[src/rtl/serdac_pkg.sv]
package serdac_pkg;

  localparam int CMD_BITS = 4;

  typedef enum logic [1:0] {
    TERM_DRIVEN = 2'b00,
    TERM_OPEN   = 2'b01,
    TERM_LOW_R  = 2'b10,
    TERM_HIGH_R = 2'b11
  } term_t;

  typedef enum logic [1:0] {
    OP_NONE  = 2'd0,
    OP_LOAD  = 2'd1,
    OP_WAKE  = 2'd2,
    OP_SLEEP = 2'd3
  } op_t;

  // Command table: the prefix picks load or power control; for power
  // control the two lowest data bits pick the termination.
  function automatic op_t decode_op(input logic [CMD_BITS-1:0] cmd,
                                    input logic [1:0] low);
    op_t op;
    op = OP_NONE;
    if (cmd == '0)
      op = OP_LOAD;
    else if (cmd == '1)
      op = (low == 2'b00) ? OP_WAKE : OP_SLEEP;
    return op;
  endfunction

  function automatic term_t term_of(input logic [1:0] low);
    return term_t'(low);
  endfunction

endpackage

[src/rtl/serdac_sync.sv]
module serdac_sync #(
  parameter int             WIDTH     = 3,
  parameter int             STAGES    = 2,
  parameter logic [WIDTH-1:0] RESET_VAL = '0
) (
  input  logic             clk,
  input  logic             rst_n,
  input  logic [WIDTH-1:0] async_i,
  output logic [WIDTH-1:0] sync_o
);

  logic [WIDTH-1:0] chain [STAGES];

  generate
    for (genvar s = 0; s < STAGES; s++) begin : g_stage
      always_ff @(posedge clk or negedge rst_n) begin
        if (!rst_n)
          chain[s] <= RESET_VAL;
        else if (s == 0)
          chain[s] <= async_i;
        else
          chain[s] <= chain[(s == 0) ? 0 : s-1];
      end
    end
  endgenerate

  assign sync_o = chain[STAGES-1];

endmodule

[src/rtl/serdac_deser.sv]
module serdac_deser #(
  parameter int FRAME_BITS = 16
) (
  input  logic                  clk,
  input  logic                  rst_n,
  input  logic                  cs_n_s,
  input  logic                  sclk_s,
  input  logic                  din_s,
  output logic [FRAME_BITS-1:0] word_o,
  output logic                  frame_end_o,
  output logic                  frame_full_o
);

  localparam int CNT_W   = $clog2(FRAME_BITS + 2);
  localparam int CNT_MAX = FRAME_BITS + 1;

  logic             cs_n_q;
  logic             sclk_q;
  logic [CNT_W-1:0] bit_cnt;
  logic             cs_fall;
  logic             sclk_fall;

  assign cs_fall     = cs_n_q & ~cs_n_s;
  assign frame_end_o = ~cs_n_q & cs_n_s;
  assign sclk_fall   = sclk_q & ~sclk_s & ~cs_n_s;

  always_ff @(posedge clk or negedge rst_n) begin
    if (!rst_n) begin
      cs_n_q <= 1'b1;
      sclk_q <= 1'b0;
    end else begin
      cs_n_q <= cs_n_s;
      sclk_q <= sclk_s;
    end
  end

  always_ff @(posedge clk or negedge rst_n) begin
    if (!rst_n) begin
      bit_cnt <= '0;
      word_o  <= '0;
    end else if (cs_fall) begin
      bit_cnt <= '0;
    end else if (sclk_fall) begin
      word_o <= {word_o[FRAME_BITS-2:0], din_s};
      if (bit_cnt != CNT_W'(CNT_MAX))
        bit_cnt <= bit_cnt + 1'b1;
    end
  end

  assign frame_full_o = (bit_cnt == CNT_W'(FRAME_BITS));

endmodule

[src/rtl/serdac_ctrl.sv]
module serdac_ctrl
  import serdac_pkg::*;
#(
  parameter int CODE_BITS = 12
) (
  input  logic                 clk,
  input  logic                 rst_n,
  input  logic                 frame_ok,
  input  op_t                  op,
  input  logic [CODE_BITS-1:0] data,
  output logic [CODE_BITS-1:0] code_o,
  output logic                 active_o,
  output term_t                term_o
);

  always_ff @(posedge clk or negedge rst_n) begin
    if (!rst_n) begin
      code_o   <= '0;
      active_o <= 1'b1;
      term_o   <= TERM_DRIVEN;
    end else if (frame_ok) begin
      unique case (op)
        OP_LOAD: begin
          code_o   <= data;
          active_o <= 1'b1;
          term_o   <= TERM_DRIVEN;
        end
        OP_WAKE: begin
          active_o <= 1'b1;
          term_o   <= TERM_DRIVEN;
        end
        OP_SLEEP: begin
          active_o <= 1'b0;
          term_o   <= term_of(data[1:0]);
        end
        default: ;
      endcase
    end
  end

endmodule

[src/rtl/serdac_front.sv]
module serdac_front
  import serdac_pkg::*;
#(
  parameter int CODE_BITS   = 12,
  parameter int SYNC_STAGES = 2
) (
  input  logic                 clk,
  input  logic                 rst_n,
  input  logic                 cs_n_i,
  input  logic                 sclk_i,
  input  logic                 din_i,
  output logic [CODE_BITS-1:0] code_o,
  output logic                 active_o,
  output logic [1:0]           term_o
);

  localparam int FRAME_BITS = CMD_BITS + CODE_BITS;

  logic [2:0]            pins_s;
  logic [FRAME_BITS-1:0] frame_word;
  logic                  frame_end;
  logic                  frame_full;
  logic                  frame_ok;
  logic [CMD_BITS-1:0]   frame_cmd;
  logic [CODE_BITS-1:0]  frame_data;
  op_t                   frame_op;
  term_t                 term_q;

  serdac_sync #(
    .WIDTH    (3),
    .STAGES   (SYNC_STAGES),
    .RESET_VAL(3'b100)
  ) u_sync (
    .clk    (clk),
    .rst_n  (rst_n),
    .async_i({cs_n_i, sclk_i, din_i}),
    .sync_o (pins_s)
  );

  serdac_deser #(
    .FRAME_BITS(FRAME_BITS)
  ) u_deser (
    .clk         (clk),
    .rst_n       (rst_n),
    .cs_n_s      (pins_s[2]),
    .sclk_s      (pins_s[1]),
    .din_s       (pins_s[0]),
    .word_o      (frame_word),
    .frame_end_o (frame_end),
    .frame_full_o(frame_full)
  );

  assign frame_cmd  = frame_word[FRAME_BITS-1 -: CMD_BITS];
  assign frame_data = frame_word[CODE_BITS-1:0];
  assign frame_op   = decode_op(frame_cmd, frame_data[1:0]);
  assign frame_ok   = frame_end & frame_full;

  serdac_ctrl #(
    .CODE_BITS(CODE_BITS)
  ) u_ctrl (
    .clk     (clk),
    .rst_n   (rst_n),
    .frame_ok(frame_ok),
    .op      (frame_op),
    .data    (frame_data),
    .code_o  (code_o),
    .active_o(active_o),
    .term_o  (term_q)
  );

  assign term_o = term_q;

endmodule

[config.mk]
export PLATFORM = sky130hd
export DESIGN_NAME = serdac_front
export DESIGN_NICKNAME = d
export VERILOG_FILES = /design/src/rtl/serdac_pkg.sv /design/src/rtl/serdac_sync.sv /design/src/rtl/serdac_deser.sv /design/src/rtl/serdac_ctrl.sv /design/src/rtl/serdac_front.sv
export SDC_FILE = /design/constraint.sdc
export NUM_CORES = 1
export LEC_CHECK = 0
export BUFFER_PORTS_ARGS = -buffer_cell sky130_fd_sc_hd__buf_2
export CORE_ASPECT_RATIO = 1.5
export CORE_MARGIN = 3
export CORE_UTILIZATION = 51
export CTS_CLUSTER_DIAMETER = 200
export CTS_CLUSTER_SIZE = 24
export DETAILED_ROUTE_END_ITERATION = 10
export PLACE_DENSITY = 0.86
export SYNTH_ARGS = -nofsm -noshare
export SYNTH_HDL_FRONTEND = slang
export SYNTH_SLANG_ARGS = --single-unit
[constraint.sdc]
create_clock -name clk -period 1.5 [get_ports clk]
set_input_delay 0.15 -clock clk [delete_from_list [all_inputs] [get_ports clk]]
set_output_delay 0.15 -clock clk [all_outputs]
set_load 0.02 [all_outputs]
==> impl_metrics.py, run 1 <==
metrics = {
    "outcome": {
        "outcome": "finished, violations left",
        "violations": "negative setup slack",
    },
    "worst_setup_path": {
        "slowest_delay_ns": 0.58,
        "cp_max_fo": 6,
        "arrival_ns": 1.84,
        "r2r-start": "u_sync.sync_o[2]",
        "setup.worst_path.end": "u_deser.bit_cnt[1]",
        "path_delay_family": "simple AND/OR/NAND/NOR gates",
        "rr_endpoint": "u_deser.bit_cnt[1]",
        "end_kind": "flop",
        "ff2ff_setup_slack_ns": -0.16,
        "required_ns": 1.68,
        "crit_chain": "or3b_4, or4b_1, o311ai_2",
        "rr_worst_depth": 3,
        "crit_cells": 3,
        "startpoint": "u_sync.sync_o[2]",
        "startpoint_type": "flop",
        "path_buf_inv": 0,
        "critPathSlowestCell": "or4b_1",
        "path_class": "reg2reg",
    },
    "synthesis": {
        "synth_seq_area_share": 0.6323,
        "ys.warnings.count": 0,
        "syn-num-nets": 124,
        "avgSynthCellArea_um2": 15.08,
        "ys_ff_latch": 44,
        "ys_types": 30,
        "synthCells": 116,
        "synth_area_mm2": 0.001749,
    },
    "clock_network": {
        "path_clk_slew_ns": 0.08,
        "htreeDepth": 2,
        "clock_path_buffers": 2,
        "clock_latency_ns": 0.29,
        "cts_sinks": 44,
        "cts_root_buffer": "clkbuf_8",
        "numCtsBuffers": 5,
        "tritoncts": "yes",
    },
    "power": {
        "p_leak_nw": 1.192,
        "powerDensity_mw_per_mm2": 967.9,
        "peakVddDrop_v": 0.0008372,
    },
    "cells_and_area": {
        "final_nets": 171,
        "nFillCells": 201,
        "synthToLayoutAreaGrowth_pct": 34.98,
        "multi_input_area_um2": 773.2,
        "drive_above_1_share": 0.5427,
        "ff_latch_area_mm2": 0.001106,
        "fin_area_mm2": 0.002361,
        "antenna_cells": 0,
        "layoutNonFillerInstCount": 204,
    },
    "sta": {
        "timing.final.crit_share": 1.106,
        "finalHoldViolations": 0,
        "setup_viol": 33,
        "worst_slew_pin_slew_ns": 0.4673,
        "finClkSkew_ns": 0.01008,
        "setup_ws_ns": -0.1591,
        "rsz0062_at_grt": "true",
        "tns_ns": -2.889,
        "slew_violations": 0,
        "max_freq_ghz": 0.6027,
        "slew_headroom": 0.6884,
        "finalCriticalPeriod_ns": 1.659,
    },
    "die": {
        "die_h_um": 77.73,
        "core-area_mm2": 0.003222,
        "dieArea_mm2": 0.004183,
        "start_util": 0.5429,
        "pin_count": 20,
        "num_rows": 25,
        "die_x_um": 53.82,
    },
    "placement": {
        "place.port_buffers": 19,
        "dp_cells": 188,
        "post_dp_cell_area_mm2": 0.002054,
        "gp_congestion": 0.8728,
        "dpl.hpwl_mm": 2.349,
    },
    "detailed_routing": {
        "drc": 0,
        "wl_mm": 3.740,
        "dr_total_vias": 1148,
        "viasPerCell": 5.627,
        "ant_nets": 0,
        "drt_iter0_markers": 17,
        "wl_per_cell_um": 18.33,
        "drt_pass1_iterations": 4,
    },
    "job": {
        "cap_violations": 0,
    },
    "global_route": {
        "grt_max_degree": 26,
        "antenna_found_initial": 0,
        "grt.overflow.total": 0,
        "grt_usage": 0.2194,
        "grt_pass1_wl_mm": 6.437,
        "grt_pass1_vias": 1252,
    },
    "min_path": {
        "worstHoldPathType": "in2async",
    },
}
==> Yosys cell counts <==
| cell | number | area share |
|---|---|---|
| or3b_1 | 1 | 0.0050 |
| dfrtp_1 | 40 | 0.57 |
| nor4_1 | 1 | 0.0036 |
| dfstp_2 | 4 | 0.060 |
| a21oi_1 | 2 | 0.0057 |
| nor2b_1 | 3 | 0.011 |
| o311ai_1 | 1 | 0.0050 |
| o211ai_1 | 1 | 0.0043 |
| buf_4 | 1 | 0.0043 |
| and3_1 | 1 | 0.0036 |
| nand2_1 | 4 | 0.0086 |
| or4_1 | 2 | 0.0086 |
| o31ai_1 | 1 | 0.0043 |
| a22oi_1 | 1 | 0.0043 |
| inv_1 | 3 | 0.0064 |
| nor2_1 | 1 | 0.0021 |
| o21ai_0 | 1 | 0.0029 |
| o21ai_1 | 1 | 0.0029 |
| nor4bb_1 | 1 | 0.0057 |
| or4b_1 | 1 | 0.0057 |
| a22o_1 | 2 | 0.010 |
| or3_1 | 3 | 0.011 |
| nor2_8 | 1 | 0.011 |
| ha_1 | 3 | 0.021 |
| and4_1 | 1 | 0.0050 |
| mux2_1 | 28 | 0.18 |
| and4bb_1 | 1 | 0.0072 |
| nand4bb_1 | 1 | 0.0064 |
| nand3_1 | 3 | 0.0086 |
| buf_6 | 2 | 0.013 |
==> routing by layer <==
metal	wire length, um	GRT usage	part of all wire
met1	1435	0.2670	0.38
met2	2000	0.3507	0.53
met3	128	0.04415	0.034
met4	175	0.1202	0.047
met5	0	0	0
==> per-stage QoR <==
stage	utilization	power (mW)	hold slack (ns)	setup slack, ns
finish	0.7328	2.285	0.3411	-0.1591
global route	0.7328	2.386	0.3555	-0.1973
CTS	0.7126	2.274	0.3496	-0.1430
detailed placement	0.6377	1.518	0.1330	-0.1847
global placement	0.6377	1.500	0.1193	-0.1163
floorplan	-	1.407	-0.1456	-0.09895
==> power by group <==
group | internal (mW) | total (mW) | switching (mW)
combinational | 0.154 | 0.270 | 0.116
sequential | 1.26 | 1.32 | 0.0584
clock | 0.327 | 0.700 | 0.373
total | 1.74 | 2.29 | 0.547
==> cell type report <==
type	instances	area share
Multi-Input combinational cell	66	0.3275
Inverter	3	0.004769
Sequential cell	44	0.4685
Tap cell	40	0.02120
Clock inverter	1	0.002120
Timing Repair Buffer	43	0.1436
Clock buffer	7	0.03233
==> timing repair <==
item	CTS	global route
hold endpoints to repair	21	0
gates resized for setup	20	12
hold buffers	4	0
buffers inserted	3	1
setup endpoints to repair	33	36
pin swaps	3	5
gates cloned	0	0
==> cell families after synthesis <==
group | Yosys count | share of synthesized area
AO/OA/AOI/OAI | 10 | 0.03934
adder cells (fa/ha/maj) | 3 | 0.02146
buffers and inverters | 6 | 0.02361
flip-flops | 44 | 0.6323
multiplexers | 28 | 0.1803
AND/OR/NAND/NOR | 25 | 0.1030
==> worst reg2reg max path, cell delays in order (launching register included) <==
cell,delay [ns]
dfstp_2,0.39
or3b_4,0.46
or4b_1,0.58
o311ai_2,0.11
==> cell usage in the layout, fill, tap and decap left out, types with 3 or more instances in the layout <==
| cell | count |
|---|---|
| mux2_4 | 26 |
| nand2_1 | 4 |
| inv_1 | 3 |
| buf_4 | 15 |
| dfstp_2 | 4 |
| nor2b_1 | 3 |
| dfrtp_1 | 40 |
| dlygate4sd3_1 | 4 |
| clkbuf_8 | 5 |
| buf_2 | 19 |
| buf_12 | 4 |
==> how the worst min path moves through the flow <==
stage                    endpoint  cells past startpoint  slack (ns)
5_1_grt          u_sync.sync_o[2]                      0        0.36
6_report       u_deser.word_o[13]                      2        0.34
3_3_place_gp   u_deser.bit_cnt[3]                      1        0.12
2_1_floorplan    u_ctrl.code_o[0]                      0       -0.15
3_5_place_dp   u_deser.bit_cnt[3]                      1        0.13
4_1_cts          u_sync.sync_o[2]                      0        0.35
==> flip-flops by register name (all words and copies together) (netlist names) <==
| signal | cells |
|---|---|
| u_ctrl.code_o | 12 |
| u_deser.sclk_q | 1 |
| u_deser.cs_n_q | 1 |
| u_sync.chain | 3 |
| u_ctrl.term_o | 2 |
| u_ctrl.active_o | 1 |
| u_sync.sync_o | 3 |
| u_deser.bit_cnt | 5 |
| u_deser.word_o | 16 |
Note: power is estimated with default switching activity, not from simulation.
==> run 2: changes to the inputs <==
--- a/config.mk
+++ b/config.mk
@@ -5,14 +5,15 @@
 export SDC_FILE = /design/constraint.sdc
 export NUM_CORES = 1
 export LEC_CHECK = 0
+export ABC_AREA = 1
 export BUFFER_PORTS_ARGS = -buffer_cell sky130_fd_sc_hd__buf_2
 export CORE_ASPECT_RATIO = 1.5
 export CORE_MARGIN = 3
-export CORE_UTILIZATION = 51
+export CORE_UTILIZATION = 61
 export CTS_CLUSTER_DIAMETER = 200
 export CTS_CLUSTER_SIZE = 24
 export DETAILED_ROUTE_END_ITERATION = 10
-export PLACE_DENSITY = 0.86
+export PLACE_DENSITY = 0.94
 export SYNTH_ARGS = -nofsm -noshare
 export SYNTH_HDL_FRONTEND = slang
 export SYNTH_SLANG_ARGS = --single-unit
==> constraint.sdc (replaced) <==
create_clock -name clk -period 1.91 [get_ports clk]
set_input_delay 0.191 -clock clk [delete_from_list [all_inputs] [get_ports clk]]
set_output_delay 0.191 -clock clk [all_outputs]
set_load 0.02 [all_outputs]
==> run 2 against run 1 <==
Against the previous run:
- the run now ends clean
- flip-flop and latch count is the same
- sequential share of layout area grew 4.9 points
- clock-buffer cell count unchanged
- core utilization is 0.13 points higher
- sequential power fell by 17%
- non-clock buffer count shrank 19
- fmax increased by 11%
- via count grew 16%
- first-iteration DRC count rose to 2.6 times the previous value
- critical endpoint is now u_ctrl.code_o[7]
==> impl_metrics.py, run 2 <==
metrics = {
    "sta": {
        "slew_headroom": 0.4225,
        "finalCriticalPeriod_ns": 1.494,
        "finalHoldViolations": 0,
        "worst_slew_pin_slew_ns": 0.8663,
        "max_freq_ghz": 0.6694,
        "slew_violations": 0,
        "tns_ns": 0,
        "timing.final.crit_share": 0.7822,
        "rsz0062_at_grt": "false",
        "finClkSkew_ns": 0.007444,
        "setup_viol": 0,
    },
    "die": {
        "die_h_um": 73.94,
        "dieArea_mm2": 0.003792,
        "num_rows": 24,
        "pin_count": 20,
        "start_util": 0.6443,
        "core-area_mm2": 0.002913,
        "die_x_um": 51.29,
    },
    "worst_setup_path": {
        "end_kind": "flop",
        "path_delay_family": "simple AND/OR/NAND/NOR gates",
        "r2r-start": "u_deser.bit_cnt[0]",
        "crit_path_frequent_cell": "nand2_1",
        "critPathSlowestCell": "dfrtp_1",
        "path_class": "reg2reg",
        "crit_chain": "inv_1, ha_1, nand2_1, inv_1, nand2_4, nor2_8, nand2_4, nand2_1, nand2_1",
        "path_buf_inv": 2,
        "required_ns": 2.09,
        "slowest_delay_ns": 0.44,
        "cp_max_fo": 17,
        "arrival_ns": 1.67,
        "startpoint": "u_deser.bit_cnt[0]",
        "startpoint_type": "flop",
    },
    "clock_network": {
        "htreeDepth": 2,
        "clock_latency_ns": 0.29,
        "cts_setup_buffers": 0,
        "clock_path_buffers": 2,
        "numCtsBuffers": 5,
        "cts_sinks": 44,
        "path_clk_slew_ns": 0.08,
        "tritoncts": "yes",
        "cts_root_buffer": "clkbuf_8",
    },
    "synthesis": {
        "avgSynthCellArea_um2": 9.200,
        "ys.warnings.count": 0,
        "synth_edf_count": 0,
        "syn-num-nets": 212,
        "synth_area_mm2": 0.001877,
        "synthCells": 204,
        "synth_most_common_cell": "nand2_1",
        "synth_seq_area_share": 0.5893,
        "async_flop_share": 1.000,
        "ys_ff_latch": 44,
        "synth_top_cells_by_count": "nand2_1 (80), dfrtp_1 (40), nand3_1 (22)",
        "synth_flop_cell": "dfrtp_1",
        "synth_top_area_frac": 0.5333,
        "synthTopCellsByArea": "dfrtp_1 (53%), nand2_1 (16%), nand3_1 (5.9%), dfstp_2 (5.6%), o21ai_0 (4.5%)",
        "ys_types": 20,
        "synth_top_cell_by_area": "dfrtp_1",
    },
    "detailed_routing": {
        "drt_pass1_iterations": 4,
        "wl_mm": 3.071,
        "ant_nets": 0,
        "viasPerCell": 5.000,
        "drc": 0,
        "dr_wl_met3_um": 123,
        "dr_total_vias": 1335,
        "top_layer": "met4",
        "drt-met1-wl_mm": 1.279,
        "wl_met2_mm": 1.609,
        "wl_per_cell_um": 11.50,
        "drt_iter0_markers": 44,
    },
    "cells_and_area": {
        "multi_input_area_um2": 671.9,
        "final_nets": 235,
        "top_regs": "u_deser.word_o x16, u_ctrl.code_o x12, u_deser.bit_cnt x5",
        "nFillCells": 211,
        "largest_reg_flops": 16,
        "synthToLayoutAreaGrowth_pct": 13.93,
        "final_cell_mix": "nand2_1 (80), dfrtp_1 (40), nand3_1 (22)",
        "drive_above_1_share": 0.1798,
        "ff_latch_area_mm2": 0.001106,
        "layout_commonest_cell": "nand2_1",
        "antenna_cells": 0,
        "top_register": "u_deser.word_o",
    },
    "placement": {
        "gp_congestion": 0.7997,
        "dpl.hpwl_mm": 2.129,
        "place.port_buffers": 19,
    },
    "global_route": {
        "grt_pass1_wl_mm": 5.313,
        "antenna_found_initial": 0,
        "grt_usage": 0.1872,
        "grt_pass1_vias": 1312,
        "grt_max_degree": 42,
        "grt.overflow.total": 0,
    },
    "power": {
        "powerDensity_mw_per_mm2": 978.0,
        "p_leak_nw": 1.195,
        "peakVddDrop_v": 0.0007465,
        "total_power_mw": 2.091,
    },
    "job": {
        "cap_violations": 0,
    },
    "outcome": {
        "outcome": "complete, no violations",
    },
    "min_path": {
        "worstHoldPathType": "in2async",
    },
}
run 2: cell count changes in the layout (fill, tap and decap cells not counted), moves of 3 or more:
cell / previous run / this run
nor2b_1: 3 / 0
buf_12: 4 / 0
nand2_1: 4 / 80
o21ai_0: 0 / 17
buf_4: 15 / 2
nand4_1: 0 / 3
mux2_4: 26 / 0
nand3_1: 1 / 22
inv_1: 3 / 11
run 2: power by group:
group | switching [mW] | internal, mW
logic | 0.149 | 0.0906
clock network | 0.297 | 0.461
registers | 0.0900 | 1.00
total | 0.537 | 1.55
run 2: cells by family (layout without fill, tap and decap cells):
kind of cell / Yosys count / count (layout) / synth area share
AOI/OAI and AO/OA: 22 / 22 / 0.06000
adders and majority gates: 3 / 3 / 0.02000
buffers and inverters: 20 / 44 / 0.05400
DFF: 44 / 44 / 0.5893
and+or+nand+nor: 115 / 115 / 0.2767
run 2: stage by stage:
stage          instances  cell area (um^2)  setup WS, ns  utilization  hold slack [ns]
2_1_floorplan        204              1877        0.5800            -          -0.1046
3_3_place_gp         256              1979        0.2420       0.6796           0.2955
3_5_place_dp         256              1979        0.2015       0.6796           0.3004
4_1_cts              267              2136        0.1861       0.7332          0.03061
5_1_grt              267              2138        0.2880       0.7341          0.06248
6_report             267              2138        0.4161       0.7341         0.005480
run 2: layer usage:
metal,GRT usage,up-vias
met4,0.09038,0
met2,0.3372,26
met5,0,-
met1,0.2003,607
li1,-,695
met3,0.05210,7
run 2: cell type report:
type	instances	share of cell area
inverter	12	0.02106
sequential	44	0.5173
timing repair buffer	24	0.06554
clock buffer	7	0.04506
clock inverter	1	0.01404
tap	39	0.02282
multi-input combinational	140	0.3142
run 2: path summary, 6_finish.rpt:
path | slack [ns] | cells past startpoint | end
max | 0.42 | 9 | u_ctrl.code_o[7]
min | 0.005 | 1 | u_ctrl.code_o[8]
max reg2reg | 0.42 | 9 | u_ctrl.code_o[7]
min reg2reg | 0.35 | 0 | u_sync.sync_o[0]
max in group asynchronous | 1.32 | 2 | u_ctrl.code_o[9]
min in group clk | 0.35 | 0 | u_sync.sync_o[0]
run 2: timing repair:
action / in CTS / in global routing
gates resized for setup: 0 / 1
endpoints found under the hold margin: 3 / 0
setup endpoints to repair: 0 / 1
hold buffers: 3 / 0
